`src/rtl/trc_pkg.sv`:
```
package trc_pkg;

   typedef enum logic [1:0] {
      SRC_NONE = 2'b00,
      SRC_CPU  = 2'b01,
      SRC_COP  = 2'b10,
      SRC_BOTH = 2'b11
   } trc_src_e;

   typedef enum logic [1:0] {
      RNG_ALL  = 2'b00,
      RNG_C    = 2'b01,
      RNG_D    = 2'b10,
      RNG_CD   = 2'b11
   } trc_rng_e;

   typedef enum logic [1:0] {
      MODE_NORMAL = 2'b00,
      MODE_LOOP   = 2'b01,
      MODE_DETAIL = 2'b10,
      MODE_RSVD   = 2'b11
   } trc_mode_e;

   // Field order is fixed: the word is read back as a whole.
   typedef struct packed {
      trc_src_e  src;
      trc_rng_e  rng;
      trc_mode_e mode;
      logic [1:0] align;
   } trc_cfg_t;

   localparam int unsigned CFG_W = $bits(trc_cfg_t);

endpackage

```
`src/rtl/trc_cfg_reg.sv`:
```
module trc_cfg_reg
   import trc_pkg::*;
(
   input  logic     clk,
   input  logic     rst_n,
   input  logic     we,
   input  logic [CFG_W-1:0] wdata,
   input  logic     secured,
   input  logic     armed,
   output trc_cfg_t cfg
);

   trc_cfg_t cfg_q;
   trc_cfg_t wr_word;
   logic     low_open;
   logic     src_open;

   assign wr_word  = trc_cfg_t'(wdata);
   assign low_open = we && !armed;
   assign src_open = low_open && !secured;

   always_ff @(posedge clk or negedge rst_n) begin
      if (!rst_n) begin
         cfg_q <= '0;
      end else begin
         if (secured) begin
            cfg_q.src <= SRC_NONE;
         end else if (src_open) begin
            cfg_q.src <= wr_word.src;
         end
         if (low_open) begin
            cfg_q.rng   <= wr_word.rng;
            cfg_q.mode  <= wr_word.mode;
            cfg_q.align <= wr_word.align;
         end
      end
   end

   assign cfg = cfg_q;

   p_src_lock_r2: assert property (@(posedge clk) disable iff (!rst_n)
      (armed && !secured) |=> $stable(cfg_q.src));

   p_low_lock_r3: assert property (@(posedge clk) disable iff (!rst_n)
      armed |=> ($stable(cfg_q.rng) && $stable(cfg_q.mode) && $stable(cfg_q.align)));

   p_sec_clear_r4: assert property (@(posedge clk) disable iff (!rst_n)
      secured |=> (cfg_q.src == SRC_NONE));

endmodule

```
`src/rtl/trc_loop_mem.sv`:
```
module trc_loop_mem #(
   parameter int unsigned ADDR_W = 16
) (
   input  logic              clk,
   input  logic              rst_n,
   input  logic              armed,
   input  logic              store,
   input  logic [ADDR_W-1:0] addr,
   output logic              redundant
);

   logic              armed_q;
   logic              last_vld;
   logic [ADDR_W-1:0] last_addr;
   logic              arm_rise;

   assign arm_rise  = armed && !armed_q;
   assign redundant = last_vld && !arm_rise && (addr == last_addr);

   always_ff @(posedge clk or negedge rst_n) begin
      if (!rst_n) begin
         armed_q   <= 1'b0;
         last_vld  <= 1'b0;
         last_addr <= '0;
      end else begin
         armed_q <= armed;
         if (store) begin
            last_vld  <= 1'b1;
            last_addr <= addr;
         end else if (arm_rise) begin
            last_vld  <= 1'b0;
         end
      end
   end

   p_arm_forget_r7: assert property (@(posedge clk) disable iff (!rst_n)
      (armed && !armed_q && !store) |=> !last_vld);

   p_track_store_r7: assert property (@(posedge clk) disable iff (!rst_n)
      store |=> (last_vld && last_addr == $past(addr)));

endmodule

```
`src/rtl/trc_qualify.sv`:
```
module trc_qualify
   import trc_pkg::*;
(
   input  logic      clk,
   input  logic      rst_n,
   input  trc_src_e  src,
   input  trc_rng_e  rng,
   input  trc_mode_e mode,
   input  logic      secured,
   input  logic      armed,
   input  logic      ev_valid,
   input  logic      ev_master,
   input  logic      ev_cof,
   input  logic      ev_acc,
   input  logic      hit_c,
   input  logic      hit_d,
   input  logic      cmp_on_cop,
   input  logic      redundant,
   output logic      store
);

   logic master_on;
   logic narrow;
   logic rng_ok;
   logic mode_ok;

   assign master_on = ev_master ? src[1] : src[0];
   assign narrow    = (src == SRC_CPU) && !ev_master && !cmp_on_cop;

   always_comb begin
      rng_ok = 1'b1;
      if (narrow) begin
         unique case (rng)
            RNG_ALL: rng_ok = 1'b1;
            RNG_C:   rng_ok = hit_c;
            RNG_D:   rng_ok = hit_d;
            RNG_CD:  rng_ok = hit_c && hit_d;
            default: rng_ok = 1'b0;
         endcase
      end
   end

   always_comb begin
      unique case (mode)
         MODE_NORMAL: mode_ok = ev_cof;
         MODE_LOOP:   mode_ok = ev_cof && !redundant;
         MODE_DETAIL: mode_ok = ev_acc && (src != SRC_BOTH) && rng_ok;
         default:     mode_ok = 1'b0;
      endcase
   end

   assign store = ev_valid && armed && !secured && master_on && mode_ok;

   p_both_detail_r8: assert property (@(posedge clk) disable iff (!rst_n)
      (src == SRC_BOTH && mode == MODE_DETAIL) |-> !store);

   p_rsvd_mode_r11: assert property (@(posedge clk) disable iff (!rst_n)
      (mode == MODE_RSVD) |-> !store);

   p_cop_free_r10: assert property (@(posedge clk) disable iff (!rst_n)
      (ev_valid && armed && !secured && ev_master && src == SRC_COP
       && mode == MODE_DETAIL && ev_acc) |-> store);

endmodule

```
`src/rtl/trc_ctl_qual.sv`:
```
module trc_ctl_qual
   import trc_pkg::*;
#(
   parameter int unsigned ADDR_W  = 16,
   parameter int unsigned DATA_W  = 16,
   parameter bit          OUT_REG = 1'b1
) (
   input  logic              clk,
   input  logic              rst_n,
   input  logic              cfg_we,
   input  logic [7:0]        cfg_wdata,
   output logic [7:0]        cfg_rdata,
   input  logic              secured,
   input  logic              armed,
   input  logic              ev_valid,
   input  logic              ev_master,
   input  logic [ADDR_W-1:0] ev_addr,
   input  logic [DATA_W-1:0] ev_data,
   input  logic              ev_cof,
   input  logic              ev_acc,
   input  logic              hit_c,
   input  logic              hit_d,
   input  logic              cmp_on_cop,
   output logic              st_valid,
   output logic              st_master,
   output logic [ADDR_W-1:0] st_addr,
   output logic [DATA_W-1:0] st_data,
   output logic              st_cof,
   output logic [1:0]        trig_align
);

   generate
      if (ADDR_W < 2 || ADDR_W > 64) begin : g_bad_addr
         $error("trc_ctl_qual: ADDR_W out of range");
      end
      if (DATA_W < 1 || DATA_W > 64) begin : g_bad_data
         $error("trc_ctl_qual: DATA_W out of range");
      end
      if (CFG_W != 8) begin : g_bad_cfg
         $error("trc_ctl_qual: control word must be 8 bits");
      end
   endgenerate

   trc_cfg_t cfg;
   logic     redundant;
   logic     store;

   trc_cfg_reg u_cfg (
      .clk     (clk),
      .rst_n   (rst_n),
      .we      (cfg_we),
      .wdata   (cfg_wdata),
      .secured (secured),
      .armed   (armed),
      .cfg     (cfg)
   );

   trc_loop_mem #(.ADDR_W(ADDR_W)) u_loop (
      .clk       (clk),
      .rst_n     (rst_n),
      .armed     (armed),
      .store     (store),
      .addr      (ev_addr),
      .redundant (redundant)
   );

   trc_qualify u_qual (
      .clk        (clk),
      .rst_n      (rst_n),
      .src        (cfg.src),
      .rng        (cfg.rng),
      .mode       (cfg.mode),
      .secured    (secured),
      .armed      (armed),
      .ev_valid   (ev_valid),
      .ev_master  (ev_master),
      .ev_cof     (ev_cof),
      .ev_acc     (ev_acc),
      .hit_c      (hit_c),
      .hit_d      (hit_d),
      .cmp_on_cop (cmp_on_cop),
      .redundant  (redundant),
      .store      (store)
   );

   assign cfg_rdata  = cfg;
   assign trig_align = cfg.align;

   generate
      if (OUT_REG) begin : g_out_reg
         always_ff @(posedge clk or negedge rst_n) begin
            if (!rst_n) begin
               st_valid  <= 1'b0;
               st_master <= 1'b0;
               st_addr   <= '0;
               st_data   <= '0;
               st_cof    <= 1'b0;
            end else begin
               st_valid <= store;
               if (store) begin
                  st_master <= ev_master;
                  st_addr   <= ev_addr;
                  st_data   <= ev_data;
                  st_cof    <= ev_cof;
               end
            end
         end

         p_secure_quiet_r4: assert property (@(posedge clk) disable iff (!rst_n)
            secured |=> !st_valid);

         p_unarmed_quiet_r5: assert property (@(posedge clk) disable iff (!rst_n)
            !armed |=> !st_valid);

         p_entry_copy_r12: assert property (@(posedge clk) disable iff (!rst_n)
            store |=> (st_valid && st_addr == $past(ev_addr)
                       && st_master == $past(ev_master)));
      end else begin : g_out_comb
         assign st_valid  = store;
         assign st_master = ev_master;
         assign st_addr   = ev_addr;
         assign st_data   = ev_data;
         assign st_cof    = ev_cof;

         p_secure_quiet_r4: assert property (@(posedge clk) disable iff (!rst_n)
            secured |-> !st_valid);
      end
   endgenerate

endmodule

```
`config.mk`:
```
export PLATFORM = sky130hd
export DESIGN_NAME = trc_ctl_qual
export DESIGN_NICKNAME = d
export VERILOG_FILES = /design/src/rtl/trc_pkg.sv /design/src/rtl/trc_cfg_reg.sv /design/src/rtl/trc_loop_mem.sv /design/src/rtl/trc_qualify.sv /design/src/rtl/trc_ctl_qual.sv
export SDC_FILE = /design/constraint.sdc
export NUM_CORES = 1
export LEC_CHECK = 0
export ABC_AREA = 1
export BUFFER_PORTS_ARGS = -buffer_cell sky130_fd_sc_hd__buf_2
export CAP_MARGIN = 20
export CORE_AREA = 2 2 114 61
export CTS_CLUSTER_SIZE = 8
export DETAILED_ROUTE_END_ITERATION = 12
export DIE_AREA = 0 0 116 63
export PLACE_DENSITY = 0.78
export SLEW_MARGIN = 20
export SYNTH_ARGS = -nofsm -noshare
export SYNTH_HDL_FRONTEND = slang
export SYNTH_HIERARCHICAL = 1
export SYNTH_SLANG_ARGS = --single-unit
```
`constraint.sdc`:
```
create_clock -name clk -period 1.9 [get_ports clk]
set_input_delay 0.57 -clock clk [delete_from_list [all_inputs] [get_ports clk]]
set_output_delay 0.57 -clock clk [all_outputs]
set_load 0.005 [all_outputs]
```
==> results of run 1 <==
==> worst paths after layout <==
| check | to | cells after the start | start | slack (ps) |
|---|---|---|---|---|
| setup / recovery | u_loop/last_addr[0] | 12 | u_loop/last_addr[10] | -40 |
| hold / removal | u_loop/last_addr[10] | 1 | rst_n | 200 |
| setup reg to reg | u_loop/last_addr[0] | 12 | u_loop/last_addr[10] | -40 |
| hold reg to reg | st_addr[11] | 2 | st_addr[11] | 460 |
| max in group asynchronous | st_data[0] | 2 | rst_n | 1180 |
| min in group clk | st_data[12] | 3 | ev_data[12] | 450 |
==> logic make-up after synthesis <==
logic type,share of synthesized area [%]
AND/OR/NAND/NOR,30.5
AO/OA/AOI/OAI,3.39
XOR/XNOR,2.57
buffers and inverters,7.57
flip-flops,55.9
==> state kept, by name (all words and copies together) (netlist names) <==
register,cells
st_addr,16
st_data,16
u_loop/last_addr,16
u_cfg/cfg,8
st_cof,1
st_master,1
st_valid,1
u_loop/armed_q,1
u_loop/last_vld,1
==> metal layers <==
layer	global-route usage, %	wire length [um]	up-vias
met1	24.7	3250	1140
li1	-	-	1233
met2	26.2	2840	88
met5	0	0	-
met3	7.27	504	9
met4	6.25	74	0
==> placed cells by master, fill, tap and decap left out, drive strengths merged <==
master	instances
a21oi	2
a21boi	1
xnor2	4
nand2	180
clkbuf	14
nand4	2
or2	1
nor2	8
xor2	4
o21ai	13
nand3	10
buf	124
dfrtp	61
nand3b	1
o211ai	1
inv	22
==> per-stage QoR <==
step	power (mW)	utilization (%)
floorplan	2.26	-
global placement	2.66	53.5
detailed placement	2.69	53.5
CTS	4.08	57.9
global route	4.40	62.0
finish	4.14	62.0
==> repair_timing <==
| action | in CTS | in global routing |
|---|---|---|
| gates resized for setup | 2 | 52 |
| buffers inserted | 1 | 5 |
| gates cloned | 1 | 4 |
| hold endpoints to repair | 0 | 0 |
| setup endpoints to repair | 49 | 50 |
| pin swaps | 1 | 23 |
==> worst max-delay path: cells and delay by family (launching register included) <==
kind	cells	cell delay, ps
flops	1	390
compound gates	3	330
simple gates	6	580
buf+inv	2	330
xor+xnor	1	190
==> power groups by stage <==
stage	Clock, mW	Sequential [mW]	Combinational (mW)
floorplan	0	1.85	0.411
global placement	0	1.83	0.826
detailed placement	0	1.84	0.851
CTS	1.39	1.83	0.860
global route	1.45	1.88	1.07
finish	1.36	1.84	0.934
==> final cells by class <==
cell class                 count  area [um2]
timing repair buffer         127         833
inverter                      22         104
multi-input combinational    227        1120
fill                         589        2420
sequential                    61        1530
tap                           92         115
clock buffer                  11         243
==> run_results.csv, run 1 <==
group,metric,value,unit
run_status,status,"finished, violations left",
run_status,violations,"negative setup slack",
yosys,yosys_register_bits,61,
cells_and_area,finalNonFillerCells,540,
cts,worstSkewPairLatency,320,ps
yosys,syn_avg_cell_area,8.50,um2
hold_path,hp-class,"in -> async",
timing,relSlewSlack,68.8,%
pwr,swShare,28.1,%
cts,root_buffer,"clkbuf_16",
global_routing,grt_first_pass_wirelength,10100,um
floorplanning,core_area,0.00636,mm2
yosys,yosysTopAreaCell,"dfrtp_1",
drt,ant_nets,0,
yosys,netlist.area_leader.share,55.9,%
cts,htreeDepth,3,
pwr,ir_worst_vdd,0.000500,V
pwr,combPwrFrac,22.6,%
yosys,synth-warning-count,6,
floorplanning,floorplan.initialDensity,42.9,%
cts,tritoncts,"built",
floorplanning,fp-row-count,21,
timing,fin_crit,1940,ps
floorplanning,die_w,116,um
critical_path,critPathMaxFanout,6,
yosys,ys_top_cells_by_area,"dfrtp_1 (56%), nand2_1 (23%), inv_1 (2.5%)",
cts,clk_pin_slew,50,ps
place,dp_hpwl,4540,um
yosys,syn_inst,321,
pwr,switching_power,1.16,mW
critical_path,crit_type,"reg -> reg",
timing,finalSetupViolations,34,
timing,finalWorstSetupSlack,-43.4,ps
timing,hold_viol,0,
drt,drtPass1Iterations,4,
pwr,pwr-share-seq,44.5,%
drt,wl_per_cell,12.3,um
run,drv_cap,0,
timing,fin_skew,4.35,ps
drt,dr_total_vias,2470,
drt,remaining_drc_errors,0,
global_routing,grt_pass1_vias,2178,
yosys,async_flop_share,100,%
place,place_inst,518,
cells_and_area,areaGrowthSynthToFinish,44.4,%
cts,cts_sinks,61,
cts,cts_buffer_depth,2,
yosys,yosysMostFrequentCell,"nand2_1",
yosys,synth_common_cells,"nand2_1 (169), dfrtp_1 (61), inv_1 (18)",
critical_path,cp_common_cell,"nand2_1",
yosys,ys.flop_type,"dfrtp_1",
place,placed_cell_area,0.00340,mm2
floorplanning,pin_count,97,
drt,drt_iter0_markers,95,
pwr,power.leakage,2.25,nW
critical_path,path_cells,"xnor2_1 > nand2_1 > nor2_2 > nand3_1 > nor2_1 > o21ai_1 > o211ai_1 > a21oi_4 > clkbuf_16 > buf_6 > nand2_1 > nand2_1",
pwr,pwr-share-clk,33.0,%
timing,tightest_slew,468,ps
timing,fmax,515,MHz
global_routing,gr-usage-all-layers,18.1,%
critical_path,slowest_stage,"dfrtp_1",
timing,post-route-period-util,102,%
timing,hold_slack,199,ps
global_routing,grt_max_degree,35,
cells_and_area,diodes,0,
critical_path,worstPathArrival,2150,ps
critical_path,critPathCaptureType,"flip-flop",
cells_and_area,final_area,0.00394,mm2
yosys,ys_types,25,
cells_and_area,layout.nets,500,
drt,viasPerCell,4.57,
yosys,synth.cell_area,0.00273,mm2
timing,finalSetupTns,-574,ps
critical_path,crit_path_start_kind,"flip-flop",
pwr,power.density,1050,mW/mm2
yosys,synth_edf_count,0,
critical_path,required,2110,ps
global_routing,grt_overflow,0,
drt,totalWireLength,6660,um
cts,cts_hold_buf,0,
cells_and_area,drive_gt1_share,41.7,%
timing,slew_violations,0,
timing,rsz0062_at_grt,"yes",
floorplanning,dieArea,0.00731,mm2
yosys,ys_seq_area_share,55.9,%
critical_path,crit_path_max_incr_delay,390,ps
global_routing,antenna_found_initial,0,
place,port_buffers,96,
place,place.gp.congestion,0.815,
place,pre_cts_slack,-364,ps
floorplanning,die_h,63,um
yosys,syn-num-nets,373,
cts,cts_buffers,9,
pwr,internal_power,2.97,mW
(Power assumes the default switching activity.)
==> run 2: changes to the inputs <==
Settings changed: ABC_AREA 1 to unset, PLACE_DENSITY 0.78 to 0.79.
==> run_results.csv, run 2 <==
group,metric,value,unit
cts,cts_hold_buf,0,
floorplanning,fp-row-count,21,
yosys,yosys_register_bits,61,
floorplanning,die_w,116,um
cells_and_area,fillers,519,
cells_and_area,layout.area.seq,0.00153,mm2
yosys,ys.flop_type,"dfrtp_1",
place,placed_cell_area,0.00343,mm2
timing,relSlewSlack,61.1,%
yosys,synth.cell_area,0.00274,mm2
timing,fin_crit,2480,ps
cells_and_area,finalNonFillerCells,380,
place,place.gp.congestion,0.701,
critical_path,path_cells,"xnor2_1 > nand4_1 > or4_4 > nor4_2 > o2bb2ai_1 > or4_4 > a211oi_4 > buf_6 > mux2_4",
pwr,power.total,3.93,mW
timing,finalSetupViolations,52,
drt,remaining_drc_errors,0,
yosys,async_flop_share,100,%
cts,root_buffer,"clkbuf_16",
pwr,power.leakage,1.94,nW
cells_and_area,layout.nets,335,
cells_and_area,areaGrowthSynthToFinish,37.2,%
timing,hold_viol,0,
yosys,synth_common_cells,"dfrtp_1 (61), mux2_4 (36), mux2_2 (17)",
place,port_buffers,96,
floorplanning,floorplan.initialDensity,43.2,%
global_routing,grt_overflow,0,
drt,drt_iter0_markers,66,
critical_path,critPathMaxFanout,18,
floorplanning,core_area,0.00636,mm2
global_routing,grt_first_pass_wirelength,9160,um
cells_and_area,multi_input_area,0.00118,mm2
timing,post-route-period-util,131,%
drt,viasPerCell,4.51,
floorplanning,die_h,63,um
cells_and_area,final_cell_mix,"buf_2 (96), dfrtp_1 (61), mux2_4 (44)",
critical_path,cp_top_family,"simple AND/OR/NAND/NOR gates",
drt,dr_total_vias,1714,
cts,worstSkewPairLatency,330,ps
yosys,syn_avg_cell_area,16.3,um2
critical_path,crit_type,"reg -> reg",
pwr,power.density,1040,mW/mm2
drt,ant_nets,0,
yosys,yosysTopAreaCell,"dfrtp_1",
timing,hold_slack,243,ps
timing,fmax,402,MHz
cts,clk_pin_slew,60,ps
place,pre_cts_slack,-935,ps
critical_path,slowest_stage,"or4_4",
cells_and_area,final_common_cell,"buf_2",
cts,cts_sinks,61,
cts,cts_buffers,9,
cells_and_area,diodes,0,
critical_path,required,2110,ps
yosys,netlist.area_leader.share,55.6,%
drt,drtPass1Iterations,4,
critical_path,crit_path_start_kind,"flip-flop",
timing,fin_skew,8.95,ps
cells_and_area,post-route-util,59.2,%
critical_path,cp_common_cell,"or4_4",
place,place_inst,364,
critical_path,crit_path_max_incr_delay,420,ps
global_routing,grt_max_degree,62,
timing,rsz0062_at_grt,"yes",
pwr,ir_worst_vdd,0.000471,V
drt,totalWireLength,5670,um
global_routing,gr-usage-all-layers,17.0,%
yosys,ys_types,29,
critical_path,critPathCaptureType,"flip-flop",
yosys,syn-num-nets,220,
cts,postCtsSetupBuffers,0,
cells_and_area,final_area,0.00376,mm2
cells_and_area,reg_top3,"st_addr (16), st_data (16), u_loop/last_addr (16)",
yosys,ys_seq_area_share,55.6,%
yosys,ys_top_cells_by_area,"dfrtp_1 (56%), mux2_4 (20%), mux2_2 (7.0%)",
run,drv_cap,0,
cts,tritoncts,"built",
timing,finalWorstSetupSlack,-585,ps
yosys,synth_edf_count,0,
hold_path,hp-class,"in -> async",
cts,htreeDepth,3,
timing,tightest_slew,580,ps
timing,slew_violations,0,
critical_path,cp_num_buf_inv,1,
place,dp_hpwl,4070,um
floorplanning,dieArea,0.00731,mm2
yosys,syn_inst,168,
run_status,violations,"negative setup slack",
global_routing,grt_pass1_vias,1770,
run_status,status,"finished, violations left",
yosys,synth-warning-count,6,
floorplanning,pin_count,97,
cells_and_area,drive_gt1_share,66.7,%
drt,wl_per_cell,14.9,um
cts,cts_buffer_depth,2,
timing,finalSetupTns,-27410,ps
global_routing,antenna_found_initial,0,
yosys,yosysMostFrequentCell,"dfrtp_1",
critical_path,worstPathArrival,2690,ps
[run 2: changes by cell type in the layout (fill, tap and decap cells not counted), moves of 6 or more]
| cell | change |
|---|---|
| nand2_4 | -6 |
| nand2_2 | -27 |
| o21ai_1 | -6 |
| inv_1 | -15 |
| mux2_4 | +44 |
| nor2_1 | -7 |
| nand2_1 | -143 |
| mux2_2 | +9 |
| nand3_1 | -7 |
[run 2: per-layer routing]
layer / wire length, um / share of wire [%] / track usage, %
met1: 2870 / 51 / 24.3
met2: 2310 / 41 / 23.0
met3: 448 / 7.9 / 7.27
met4: 49 / 0.86 / 5.80
met5: 0 / 0 / 0
[run 2: kinds of logic after synthesis]
kind of cell	Yosys count	share of synthesized area, %
flip-flops	61	55.6
multiplexers	57	28.3
AND/OR/NAND/NOR	19	5.15
XOR/XNOR	16	5.38
buffers and inverters	9	3.88
AO/OA/AOI/OAI	6	1.69
[run 2: power by group]
group / switching (mW) / leakage, nW / internal [mW] / total (mW)
Combinational: 0.236 / 0.991 / 0.449 / 0.686
Sequential: 0.127 / 0.811 / 1.50 / 1.62
Clock: 0.601 / 0.138 / 1.02 / 1.62
[run 2: worst register-to-register path, delay by kind of cell, from the launching register on]
kind                      cells  cell delay (ps)
xor gates and xnor gates      1              140
AOI/OAI and AO/OA             2              440
DFF                           1              390
buffers and inverters         1              300
and+or+nand+nor               4              740
muxes                         1              340
[run 2: cell type report]
type	count	share of cell area [%]
Sequential cell	61	40.5
Tap cell	92	3.06
Clock buffer	9	5.98
Timing Repair Buffer	113	17.0
Clock inverter	7	1.99
Multi-Input combinational cell	98	31.4
[run 2: final timing paths]
kind | start | to | slack (ps) | cells after the start
worst max-delay path | u_loop/last_addr[6] | st_data[10] | -580 | 9
worst min-delay path | rst_n | st_addr[5] | 240 | 2
worst max register to register | u_loop/last_addr[6] | st_data[10] | -580 | 9
worst min register to register | st_addr[3] | st_addr[3] | 500 | 1
max in group asynchronous | rst_n | st_data[4] | 1390 | 2
min in group clk | ev_data[14] | st_data[14] | 470 | 2
[run 2: what timing repair did]
| item | CTS | global route |
|---|---|---|
| gates cloned | 0 | 0 |
| pin swaps | 0 | 1 |
| resized for setup | 5 | 2 |
| setup endpoints to repair | 52 | 52 |
